$ cat config.mk
export PLATFORM = sky130hd
export DESIGN_NAME = seg_addr_unit
export DESIGN_NICKNAME = d
export VERILOG_FILES = /design/src/rtl/seg_addr_pkg.sv /design/src/rtl/seg_regfile.sv /design/src/rtl/seg_phys_calc.sv /design/src/rtl/seg_ptr_math.sv /design/src/rtl/seg_addr_unit.sv
export SDC_FILE = /design/constraint.sdc
export NUM_CORES = 1
export LEC_CHECK = 0
export BUFFER_PORTS_ARGS = -buffer_cell sky130_fd_sc_hd__buf_2
export CAP_MARGIN = 10
export CELL_PAD_IN_SITES_DETAIL_PLACEMENT = 1
export CELL_PAD_IN_SITES_GLOBAL_PLACEMENT = 2
export CORE_ASPECT_RATIO = 1.1
export CORE_MARGIN = 5
export CORE_UTILIZATION = 38
export DETAILED_ROUTE_END_ITERATION = 7
export HOLD_SLACK_MARGIN = 0.03
export PLACE_DENSITY = 0.81
export SLEW_MARGIN = 40
export SYNTH_ARGS = -nofsm -noshare
export SYNTH_HDL_FRONTEND = slang
export SYNTH_SLANG_ARGS = --single-unit
$ cat constraint.sdc
create_clock -name clk -period 5.8 [get_ports clk]
set_input_delay 0.29 -clock clk [delete_from_list [all_inputs] [get_ports clk]]
set_output_delay 0.29 -clock clk [all_outputs]
set_load 0.005 [all_outputs]
$ cat src/rtl/seg_addr_pkg.sv
package seg_addr_pkg;
  localparam int SEG_W   = 16;
  localparam int OFF_W   = 16;
  localparam int SHIFT   = 4;
  localparam int NUM_SEG = 4;
  localparam int DELTA_W = 32;
  localparam int PHYS_W  = SEG_W + SHIFT;
  localparam int SEL_W   = $clog2(NUM_SEG);

  typedef enum logic {MODE_FAR = 1'b0, MODE_HUGE = 1'b1} ptr_mode_e;

  typedef struct packed {
    logic [SEG_W-1:0] seg;
    logic [OFF_W-1:0] off;
  } far_ptr_t;
endpackage

$ cat src/rtl/seg_regfile.sv
module seg_regfile
  import seg_addr_pkg::*;
(
  input  logic                     clk,
  input  logic                     rst_n,
  input  logic                     wr_en,
  input  logic [SEL_W-1:0]         wr_sel,
  input  logic [SEG_W-1:0]         wr_data,
  input  logic [SEL_W-1:0]         rd_sel,
  output logic [SEG_W-1:0]         rd_data,
  output logic [NUM_SEG*SEG_W-1:0] seg_flat
);
  logic [SEG_W-1:0] seg_q [NUM_SEG];

  for (genvar i = 0; i < NUM_SEG; i++) begin : g_seg
    logic load;
    assign load = wr_en && (wr_sel == SEL_W'(i));
    always_ff @(posedge clk or negedge rst_n) begin
      if (!rst_n) begin
        seg_q[i] <= '0;
      end else if (load) begin
        seg_q[i] <= wr_data;
      end
    end
    assign seg_flat[i*SEG_W +: SEG_W] = seg_q[i];
  end

  assign rd_data = seg_q[rd_sel];
endmodule

$ cat src/rtl/seg_phys_calc.sv
module seg_phys_calc
  import seg_addr_pkg::*;
(
  input  logic [SEG_W-1:0]  seg,
  input  logic [OFF_W-1:0]  off,
  output logic [PHYS_W-1:0] phys
);
  logic [PHYS_W-1:0] base;
  logic [PHYS_W-1:0] off_ext;

  always_comb begin
    base    = {seg, {SHIFT{1'b0}}};
    off_ext = PHYS_W'(off);
    phys    = base + off_ext;
  end
endmodule

$ cat src/rtl/seg_ptr_math.sv
module seg_ptr_math
  import seg_addr_pkg::*;
(
  input  far_ptr_t             ptr_in,
  input  ptr_mode_e            mode,
  input  logic [DELTA_W-1:0]   delta,
  input  logic [PHYS_W-1:0]    lin_in,
  output far_ptr_t             ptr_out
);
  logic [OFF_W-1:0]  far_off;
  logic [PHYS_W-1:0] lin_sum;

  always_comb begin
    far_off = ptr_in.off + delta[OFF_W-1:0];
    lin_sum = lin_in + delta[PHYS_W-1:0];
    if (mode == MODE_HUGE) begin
      ptr_out.seg = lin_sum[PHYS_W-1:SHIFT];
      ptr_out.off = OFF_W'(lin_sum[SHIFT-1:0]);
    end else begin
      ptr_out.seg = ptr_in.seg;
      ptr_out.off = far_off;
    end
  end
endmodule

$ cat src/rtl/seg_addr_unit.sv
module seg_addr_unit
  import seg_addr_pkg::*;
(
  input  logic               clk,
  input  logic               rst_n,
  input  logic               wr_en,
  input  logic [1:0]         wr_sel,
  input  logic [15:0]        wr_data,
  input  logic               req_valid,
  input  logic               req_arith,
  input  logic               req_huge,
  input  logic [1:0]         req_sel,
  input  logic [15:0]        req_off,
  input  logic [31:0]        req_delta,
  output logic               out_valid,
  output logic [19:0]        out_phys,
  output logic [15:0]        out_seg,
  output logic [15:0]        out_off
);
  logic [SEG_W-1:0]         sel_seg;
  logic [NUM_SEG*SEG_W-1:0] seg_flat;
  logic [PHYS_W-1:0]        in_phys;
  logic [PHYS_W-1:0]        res_phys;
  far_ptr_t                 in_ptr;
  far_ptr_t                 math_ptr;
  far_ptr_t                 res_ptr;
  ptr_mode_e                mode;

  logic                     valid_d, valid_q;
  logic [PHYS_W-1:0]        phys_d, phys_q;
  far_ptr_t                 ptr_d, ptr_q;

  seg_regfile u_regs (
    .clk      (clk),
    .rst_n    (rst_n),
    .wr_en    (wr_en),
    .wr_sel   (wr_sel),
    .wr_data  (wr_data),
    .rd_sel   (req_sel),
    .rd_data  (sel_seg),
    .seg_flat (seg_flat)
  );

  assign in_ptr.seg = sel_seg;
  assign in_ptr.off = req_off;
  assign mode       = ptr_mode_e'(req_huge);

  seg_phys_calc u_in_phys (
    .seg  (in_ptr.seg),
    .off  (in_ptr.off),
    .phys (in_phys)
  );

  seg_ptr_math u_math (
    .ptr_in  (in_ptr),
    .mode    (mode),
    .delta   (req_delta),
    .lin_in  (in_phys),
    .ptr_out (math_ptr)
  );

  assign res_ptr = req_arith ? math_ptr : in_ptr;

  seg_phys_calc u_res_phys (
    .seg  (res_ptr.seg),
    .off  (res_ptr.off),
    .phys (res_phys)
  );

  always_comb begin
    valid_d = req_valid;
    phys_d  = phys_q;
    ptr_d   = ptr_q;
    if (req_valid) begin
      phys_d = res_phys;
      ptr_d  = res_ptr;
    end
  end

  always_ff @(posedge clk or negedge rst_n) begin
    if (!rst_n) begin
      valid_q <= 1'b0;
      phys_q  <= '0;
      ptr_q   <= '0;
    end else begin
      valid_q <= valid_d;
      phys_q  <= phys_d;
      ptr_q   <= ptr_d;
    end
  end

  assign out_valid = valid_q;
  assign out_phys  = phys_q;
  assign out_seg   = ptr_q.seg;
  assign out_off   = ptr_q.off;
endmodule

; Yosys cells after proc, flatten, opt, wreduce, memory -nomap -nowiden
; Index checks and enable logic that the tools add are counted.
[classes]
n_addsub = 4
n_lt_le_gt_ge = 1
eq_ne = 3
muxes = 5
n_bitwise = 1
reduce_logical = 5
[op_table]
columns = operator, count
row1 = two-way mux 32 bit, 2
row2 = adder 20 x 16 -> 20 bit, 2
row3 = binary-select mux 16 bit (select 2 bit), 1
row4 = two-way mux 16 bit, 2
row5 = adder 20 bit, 1
row6 = adder 16 bit, 1
row7 = == test 2 bit (second input constant), 2
row8 = logical AND 1 bit, 4
row9 = greater-or-equal comparator 3 bit (second input constant), 1
row10 = NOT 2 -> 3 bit, 1
row11 = == test 2 x 1 -> 1 bit (second input constant), 1
row12 = logical NOT 2 bit, 1
[totals]
regBits = 117
input_bits = 74

; Depth between registers and ports, before layout
; Gate-level depths: netlist (run 1).
[logic_depth]
depth_word = 9
ltp_mapped = 23

; Cells and area by module
; Synthesis (run 1) repeated with hierarchy kept, for this count alone.
[hier_totals]
cells_unflattened = 801
area_unflattened_um2 = 8991.1
[modules_own_cells]
columns = mod, instances, cells_per_inst, area_per_inst_um2
row1 = seg_regfile, 1, 156, 2792.7
row2 = seg_addr_unit, 1, 147, 2598.7
row3 = seg_ptr_math, 1, 282, 1958.1
row4 = seg_phys_calc, 2, 108, 820.8

; Worst setup path before layout (run 1)
; No wires, ideal clock.
[synth_timing]
path_type = input to register
start = input req_sel[0]
end = register phys_q[19] (netlist: out_phys[19])
setup_time_ns = 0.125
arrival_ns = 5.036
required_ns = 5.675
path_slack_ns = 0.639
stages = 20
n_path_buf = 2
path_cell_list = buf_2 -> buf_2 -> mux4_2 -> fa_1 -> ha_1 -> nor3_1 -> o31ai_4 -> a21oi_1 -> xnor2_1 -> mux2_2 -> ha_1 -> and3_1 -> a221oi_2 -> a21oi_1 -> a21o_1 -> a21oi_2 -> o2111ai_1 -> and4bb_1 -> xnor2_1 -> mux2_2
[synth_lines]
columns = item, line
row1 = "start, declared", seg_addr_unit.sv:12  ; input logic [1:0] req_sel,
row2 = "end signal, assigned", seg_addr_unit.sv:87  ; phys_q <= phys_d;
row3 = "end, declared", seg_addr_unit.sv:30  ; logic [PHYS_W-1:0] phys_d, phys_q;

==> metrics.txt, run 1 <==
Post-Syn Instances=626; GRT met1 Usage=22.2%; Setup violations, final=0; syn avg cell area=11.7 µm²; Die ar.=22200 µm²; GPL Wtd Cong=0.825; setup TNS=0 ns; H-tree depth=4; Max-cap violations=0; number of flops mapped to enable cells by yosys=0; WL/cell=19.4 µm; Worst Hold Class=in -> reg; GR Util met3=3.49%; largest net degree at the start of global routing=72; vias in the first global route=5939; DRT antenna net count=0; Fillers=2047; FFs w/ async S/R, synth=100%; TritonCTS buffer count=17; starting density of the core=38.5%; Critical Path Max Stage Delay=0.50 ns; share of cells above drive strength 1=37.9%; synth top area cells=dfrtp_1, mux2_2, ha_1; Final period util=89.2%; Finished Layout Cells=1004; Crit Path Class=reg -> reg; R2R Path End=out_phys[19]; CTS resizes=0; post-synthesis cell type count=63; Synth Cell Area=7330 µm²; Layout Nets=885; Global Route Usage Sum=18.0%; Slew @ Worst Pin=0.694 ns; DP Wirelength=15.6 mm; largest family of logic cells by synthesized area=multiplexers; Layout area overhead=19.4%; core area=19000 µm²; drt pass-1 iters=4; Reg clk slew, reported paths=0.05 ns; outcome=finished clean; ant diodes=0; Top delay family on crit path=compound AO/OA/AOI/OAI gates; clk sinks=113; Die Y=156 µm; yosys warns=0; R2R cell count=19; mux cell area share after synthesis=21.1%; crit end category=flop; Critical Path RT=6.10 ns; hold path cells=2; CTS Buffer Depth=2; leakage=3.98 nW; Worst-Skew Late Latency=0.42 ns; Synth top area share=38.6%; Hold EP=u_regs.seg_flat[44]; Residual DRC=0; dominant cell type by area after synthesis=dfrtp_1; Rel. slew slack=53.7%; Simple-Gate Fraction of Synth Area=7.26%; Post-Syn Nets=767; dpl cells=971; via count=5383; GR peak layer=met2; worst r2r src=u_regs.seg_flat[48]; pwr/cell area=395 nW/µm²; first-pass GRT wire length=31.4 mm; register area=2830 µm²; CP Max Fanout=4; clk root buf=clkbuf_16; Die Wd=142 µm; post-synthesis compound-gate area fraction=12.7%; row count=53; final slew viol count=0; reg2reg setup slack=0.63 ns; Final Critical Period=5.17 ns; CTS tree=yes; CP cell instances=mux4_2 -> fa_1 -> ha_1 -> inv_1 -> nor3_1 -> o21a_1 -> nor2_1 -> xor2_1 -> o21ai_0 -> ha_1 -> and3_1 -> a221oi_2 -> a21oi_1 -> a21o_1 -> a21oi_2 -> o2111ai_1 -> and4bb_1 -> xnor2_1 -> mux2_2; Peak VDD IR=0.254 mV; Max Freq=193 MHz; Critical Path AT=5.48 ns; most used cell, CP=ha_1; port bufs=114; type of origin of the critical path=flop; Initial DRC Count=189; Synth Area in XOR/XNOR=4.42%; Synth Area in Adders=13.2%; combined buffer and inverter count along the critical path=1; initial antenna violation count=1; Fin. Hold Viols=0; multi-input logic area=4320 µm²; RSZ-0062 raised after global routing=false; grt ovf=0; Synth Flop Type=dfrtp_1; Seq cells post-synth=113; Via density=5.36; DRT Wirelength=19.5 mm; IO Pins=127; Slowest-stage cell, CP=mux4_2; min-delay src=wr_data[12]; post-synthesis sequential area ratio=38.6%; met2 usage=31.9%; worst clock skew=0.0123 ns
## cells by family after synthesis
kind of cell,count (synthesis)
buffers and inverters,48
DFF,113
adders and majority gates,67
AOI/OAI and AO/OA,134
and+or+nand+nor,105
xor gates and xnor gates,37
muxes,122
## power by group
part	total, W	switching, W	internal [W]	leakage, nW
Combinational	0.00140	0.000715	0.000682	2.37
Sequential	0.00109	0.000104	0.000990	1.34
Clock	0.000965	0.000359	0.000606	0.266
Total	0.00346	0.00118	0.00228	3.98
## sequential cells by signal, summed over array words and instances, names as in the netlist
signal / flops
u_regs.seg_flat: 64
out_phys: 20
out_seg: 16
out_off: 12
out_valid: 1
## synthesized netlist by cell type (5+ instances only)
cell type / instances
nand2b_1: 6
o21ai_0: 21
mux2_2: 100
nand3_1: 8
xor2_1: 9
dfrtp_1: 113
nor2_1: 21
nor3_1: 11
a21oi_1: 34
a21o_1: 16
a31oi_1: 7
o21ai_1: 5
nand2_1: 29
ha_1: 50
o21bai_1: 5
o21a_1: 5
mux4_2: 16
nor2b_1: 9
clkbuf_1: 14
inv_1: 23
fa_1: 17
xnor2_1: 28
mux2i_1: 6
## layer usage
layer	vias to the layer above	share of wire (%)
met5	-	0.067
met2	97	51
met1	2718	43
met4	2	1.3
met3	23	4.3
li1	2543	-
## worst max path at each step
stage	end	startpoint	slack (ns)	cells past startpoint
5_1_grt	out_phys[19]	u_regs.seg_flat[48]	0.32	19
2_1_floorplan	out_phys[19]	req_sel[0]	0.64	20
6_report	out_phys[19]	u_regs.seg_flat[48]	0.63	19
3_5_place_dp	out_phys[19]	req_sel[0]	0.33	19
3_3_place_gp	out_phys[19]	req_sel[0]	0.45	20
4_1_cts	out_phys[19]	u_regs.seg_flat[48]	0.62	19
## through the flow
step	instance area (µm²)	util [%]	hold slack [ns]	power (W)	setup WS, ns
6_report	8750	46.0	0.146	0.00346	0.625
5_1_grt	8750	46.0	0.149	0.00369	0.323
4_1_cts	8740	45.9	0.132	0.00350	0.619
3_5_place_dp	8180	43.0	0.310	0.00251	0.329
3_3_place_gp	8150	42.8	0.311	0.00243	0.452
2_1_floorplan	7330	-	-0.00559	0.00206	0.639
## layout make-up
cell class | instances | share of cell area, %
multi-input combinational | 465 | 49.3
inverter | 24 | 1.03
sequential | 113 | 32.3
tap | 247 | 3.53
timing repair buffer | 123 | 7.48
clock buffer | 22 | 5.31
clock inverter | 10 | 0.987
## what timing repair did
action	CTS	global route
buffers inserted	0	0
hold buffers	1	0
endpoints found under the hold margin	42	0
## cell usage in the layout, fill, tap and decap left out, types with 17 or more instances in the layout
cell	synthesis	layout
o21ai_0	21	21
mux2_2	100	100
buf_2	4	113
nand2_1	29	28
ha_1	50	50
fa_1	17	17
inv_1	23	23
xnor2_1	28	28
clkbuf_16	0	17
a21oi_1	34	34
nor2_1	21	21
dfrtp_1	113	113
Power figures use the tool's default switching activity.
==> run 2, diff against run 1 <==
--- a/config.mk
+++ b/config.mk
@@ -9,12 +9,12 @@
 export CAP_MARGIN = 10
 export CELL_PAD_IN_SITES_DETAIL_PLACEMENT = 1
 export CELL_PAD_IN_SITES_GLOBAL_PLACEMENT = 2
-export CORE_ASPECT_RATIO = 1.1
 export CORE_MARGIN = 5
 export CORE_UTILIZATION = 38
 export DETAILED_ROUTE_END_ITERATION = 7
 export HOLD_SLACK_MARGIN = 0.03
 export PLACE_DENSITY = 0.81
+export SKIP_LAST_GASP = 1
 export SLEW_MARGIN = 40
 export SYNTH_ARGS = -nofsm -noshare
 export SYNTH_HDL_FRONTEND = slang
==> run 2 against run 1 <==
  * Design area is 1.3% higher
  * First-iteration DRC count is 2.1% lower
  * Critical path depth is 1 lower
  * Critical path type unchanged
==> metrics.txt, run 2 (synthesis gave the netlist of run 1 again) <==
drt pass-1 iters=4; crit end category=flop; Global Route Usage Sum=18.4%; Fillers=2009; Critical Path Max Stage Delay=0.54 ns; setup TNS=0 ns; register area=2830 µm²; most frequent cells in the layout=buf_2, dfrtp_1, mux2_2; clk root buf=clkbuf_16; DRT antenna net count=0; ant diodes=0; Final Critical Period=5.19 ns; TritonCTS buffer count=17; type of origin of the critical path=flop; leakage=4.02 nW; port bufs=114; starting density of the core=38.9%; dpl cells=984; Critical Path RT=6.11 ns; RSZ-0062 raised after global routing=false; multi-input logic area=4320 µm²; share of cells above drive strength 1=38.2%; grt ovf=0; hold path cells=2; Finished Layout Cells=1016; initial antenna violation count=0; Residual DRC=0; CP cell instances=mux4_2 -> fa_1 -> ha_1 -> nor3_1 -> o31ai_4 -> a21oi_1 -> xnor2_1 -> mux2_2 -> ha_1 -> and3_1 -> a221oi_2 -> a21oi_1 -> a21o_1 -> a21oi_2 -> o2111ai_1 -> and4bb_1 -> xnor2_1 -> mux2_2; first-pass GRT wire length=31.9 mm; DP Wirelength=15.3 mm; Worst Hold Class=in -> reg; CP Max Fanout=5; R2R cell count=18; Reg clk slew, reported paths=0.06 ns; Die Wd=149 µm; Worst-Skew Late Latency=0.42 ns; Rel. slew slack=53.1%; DRT Wirelength=19.6 mm; Critical Path AT=5.50 ns; worst clock skew=0.00672 ns; outcome=finished clean; Fin. Hold Viols=0; Via density=5.29; largest net degree at the start of global routing=72; IO Pins=127; CTS tree=yes; Initial DRC Count=185; Max-cap violations=0; setup ws final=0.606 ns; Crit Path Class=reg -> reg; Post-CTS Setup Bufs=0; Max Freq=193 MHz; CTS Buffer Depth=2; Die ar.=22200 µm²; Peak VDD IR=0.246 mV; Layout area overhead=20.9%; Setup Slack @ Placement=0.351 ns; Final period util=89.6%; Setup violations, final=0; max reg flops=64; WL/cell=19.2 µm; H-tree depth=4; Slowest-stage cell, CP=mux4_2; Slew @ Worst Pin=0.703 ns; Layout Nets=885; Die Y=149 µm; clk sinks=113; row count=50; core area=18800 µm²; final slew viol count=0; via count=5370; pwr/cell area=412 nW/µm²; vias in the first global route=5948; GPL Wtd Cong=0.831
## run 2: cell count changes in the layout (fill, tap and decap cells not counted), sizes merged
cell	previous run	this run
clkinv	6	3
inv	24	26
clkbuf	22	18
bufinv	1	5
## run 2: worst paths after layout
kind | from | endpoint | slack [ns]
max in group asynchronous | rst_n | out_phys[0] | 4.33
worst min-delay path | wr_data[12] | u_regs.seg_flat[44] | 0.15
min in group asynchronous | rst_n | out_phys[4] | 0.40
worst min register to register | out_off[7] | out_off[7] | 0.50
worst max-delay path | u_regs.seg_flat[50] | out_phys[19] | 0.61
worst max register to register | u_regs.seg_flat[50] | out_phys[19] | 0.61
## run 2: per-layer routing
metal | routed length, µm | track usage (%) | up-vias
li1 | - | - | 2534
met4 | 219 | 5.08 | 0
met2 | 9670 | 31.1 | 106
met5 | 0 | 0 | -
met3 | 989 | 3.71 | 17
met1 | 8670 | 24.2 | 2713
## run 2: cell type report
| type | instances | share of cell area, % |
|---|---|---|
| multi-input combinational | 465 | 48.7 |
| tap | 260 | 3.67 |
| inverter | 24 | 1.02 |
| timing repair buffer | 123 | 7.34 |
| clock buffer | 18 | 4.96 |
| clock inverter | 13 | 2.36 |
| sequential | 113 | 31.9 |
## run 2: timing repair
action                                 CTS  global route
hold buffers                             1             0
gates resized for setup                  0             0
endpoints found under the hold margin   42             0
setup endpoints to repair                0             0
## run 2: worst max-delay path, delay by kind of cell, from the launching register on
| kind | cells | cell delay [ns] |
|---|---|---|
| multiplexers | 3 | 1.11 |
| flip-flops | 1 | 0.38 |
| AO/OA/AOI/OAI | 7 | 1.46 |
| AND/OR/NAND/NOR | 3 | 0.82 |
| adder cells (fa/ha/maj) | 3 | 1.12 |
| XOR/XNOR | 2 | 0.20 |
## run 2: stage by stage
stage / utilization, % / instance area [µm²] / hold slack (ns) / power (W)
global route: 47.0 / 8860 / 0.143 / 0.00389
floorplan: - / 7330 / -0.00559 / 0.00206
detailed placement: 43.5 / 8200 / 0.323 / 0.00251
global placement: 43.3 / 8160 / 0.310 / 0.00244
finish: 47.0 / 8860 / 0.145 / 0.00365
CTS: 47.0 / 8860 / 0.119 / 0.00369
## run 2: where the power goes
group / internal, W / total, W / switching [W]
combinational: 0.000682 / 0.00141 / 0.000723
sequential: 0.000990 / 0.00110 / 0.000105
clock: 0.000771 / 0.00115 / 0.000378
total: 0.00244 / 0.00365 / 0.00121
==> run 3, diff against run 2 <==
--- a/config.mk
+++ b/config.mk
@@ -14,6 +14,7 @@
 export DETAILED_ROUTE_END_ITERATION = 7
 export HOLD_SLACK_MARGIN = 0.03
 export PLACE_DENSITY = 0.81
+export RECOVER_POWER = 50
 export SKIP_LAST_GASP = 1
 export SLEW_MARGIN = 40
 export SYNTH_ARGS = -nofsm -noshare
==> run 3 against run 2 <==
  * The flow now finishes with violations (capacitance limit, slew limit)
  * Wire length about the same
  * Critical path depth unchanged
  * Register-to-register slack about the same
  * Core utilization decreased by 0.35 points
  * Worst setup slack got worse by 0.0084 ns
  * Clock-buffer cell count unchanged
  * Die area unchanged
  * Design area decreased by 0.73%
  * Maximum frequency decreased by 0.16%
  * Sequential share of layout area increased by 0.24 points
  * Total power decreased by 0.29%
  * Critical path type unchanged
  * Largest power group unchanged
  * Highest routed layer unchanged
==> metrics.txt, run 3 (synthesis gave the netlist of run 1 again) <==
Layout area overhead=20.0%; Die Wd=149 µm; Slew @ Worst Pin=2.97 ns; vias in the first global route=5948; pwr/cell area=414 nW/µm²; ant diodes=0; final slew viol count=106; Fin. Hold Viols=0; DP Wirelength=15.3 mm; Setup violations, final=0; crit end category=flop; CP Max Fanout=5; Global Route Usage Sum=18.4%; max reg flops=64; row count=50; min-delay src=wr_data[12]; Worst-Skew Late Latency=0.42 ns; Max Freq=192 MHz; port bufs=114; Die ar.=22200 µm²; via count=5349; commonest non-fill, non-tap cell in the layout=dfrtp_1; worst r2r src=u_regs.seg_flat[50]; Die Y=149 µm; DRT antenna net count=0; Critical Path AT=5.50 ns; multi-input logic area=4300 µm²; most frequent cells in the layout=dfrtp_1, mux2_2, buf_2; CTS tree=yes; Worst Hold Class=in -> reg; Reg clk slew, reported paths=0.06 ns; Fillers=2020; Layout Nets=885; initial antenna violation count=0; Residual DRC=0; leakage=3.93 nW; WL/cell=19.3 µm; H-tree depth=4; Final period util=89.7%; clk sinks=113; grt ovf=0; setup TNS=0 ns; PnR Total Power=0.00364 W; TritonCTS buffer count=17; Peak VDD IR=0.246 mV; GPL Wtd Cong=0.831; Crit Path Class=reg -> reg; Initial DRC Count=171; Max-cap violations=2; share of cells above drive strength 1=34.3%; register area=2830 µm²; Final Critical Period=5.20 ns; Critical Path RT=6.10 ns; Area after DPL=8200 µm²; Via density=5.26; drt pass-1 iters=4; type of origin of the critical path=flop; RSZ-0062 raised after global routing=false; Post-Layout Inst Area=8790 µm²; core area=18800 µm²; failing checks=capacitance limit, slew limit; DRT Wirelength=19.6 mm; CTS Buffer Depth=2; IO Pins=127; worst clock skew=0.00717 ns; first-pass GRT wire length=31.9 mm; CP startpoint=u_regs.seg_flat[50]; starting density of the core=38.9%; largest net degree at the start of global routing=72; outcome=finished with violations; clk root buf=clkbuf_16; Rel. slew slack=-98.3%; CTS resizes=0
[run 3: changes by cell type in the layout (fill, tap and decap cells not counted), sizes merged]
cell / before / now
buf: 122 / 94
clkbuf: 18 / 46
[run 3: worst paths after layout]
kind	slack [ns]	endpoint	cells past startpoint
hold / removal	0.15	u_regs.seg_flat[44]	2
max in group asynchronous	3.03	out_phys[0]	3
setup / recovery	0.60	out_phys[19]	18
hold reg to reg	0.50	u_regs.seg_flat[44]	1
min in group asynchronous	1.12	out_phys[4]	2
setup reg to reg	0.60	out_phys[19]	18
[run 3: area by class of cell]
class,instances,share of cell area (%)
tap,260,3.70
timing repair buffer,123,6.84
sequential,113,32.2
clock buffer,18,4.99
clock inverter,13,2.38
multi-input combinational,465,48.9
inverter,24,1.02
[run 3: critical path, cell delays in order (launching register included)]
cell and delay (ns):
dfrtp_1 0.38, mux4_2 0.54, fa_1 0.47, ha_1 0.28, nor3_1 0.36, o31ai_4 0.16
a21oi_1 0.19, xnor2_1 0.08, mux2_2 0.31, ha_1 0.38, and3_1 0.22, a221oi_2 0.34
a21oi_1 0.16, a21o_1 0.23, a21oi_2 0.21, o2111ai_1 0.17, and4bb_1 0.24, xnor2_1 0.12
mux2_2 0.26
[run 3: timing repair]
| action | 4_1_cts | 5_1_grt |
|---|---|---|
| hold buffers | 1 | 0 |
| setup buffers | 0 | 0 |
| hold endpoints to repair | 42 | 0 |
[run 3: layer usage]
| metal | share of wire, % | track usage [%] |
|---|---|---|
| met1 | 46 | 24.2 |
| met2 | 49 | 31.1 |
| met3 | 3.5 | 3.71 |
| met4 | 1.1 | 5.08 |
| met5 | 0 | 0 |
[run 3: power breakdown]
| group | internal [W] | switching [W] | leakage, nW |
|---|---|---|---|
| sequential | 0.000990 | 0.000107 | 1.34 |
| clock | 0.000771 | 0.000377 | 0.309 |
| combinational | 0.000669 | 0.000724 | 2.28 |
[run 3: metrics by stage]
step                      hold WS, ns  std cells  setup slack, ns  utilization, %
after floorplan              -0.00559        626            0.639               -
after global routing            0.143       1016            0.210            46.7
after global placement          0.310        981            0.435            43.3
after detailed placement        0.323        984            0.351            43.5
after CTS                       0.119       1016            0.610            47.0
final                           0.146       1016            0.598            46.7
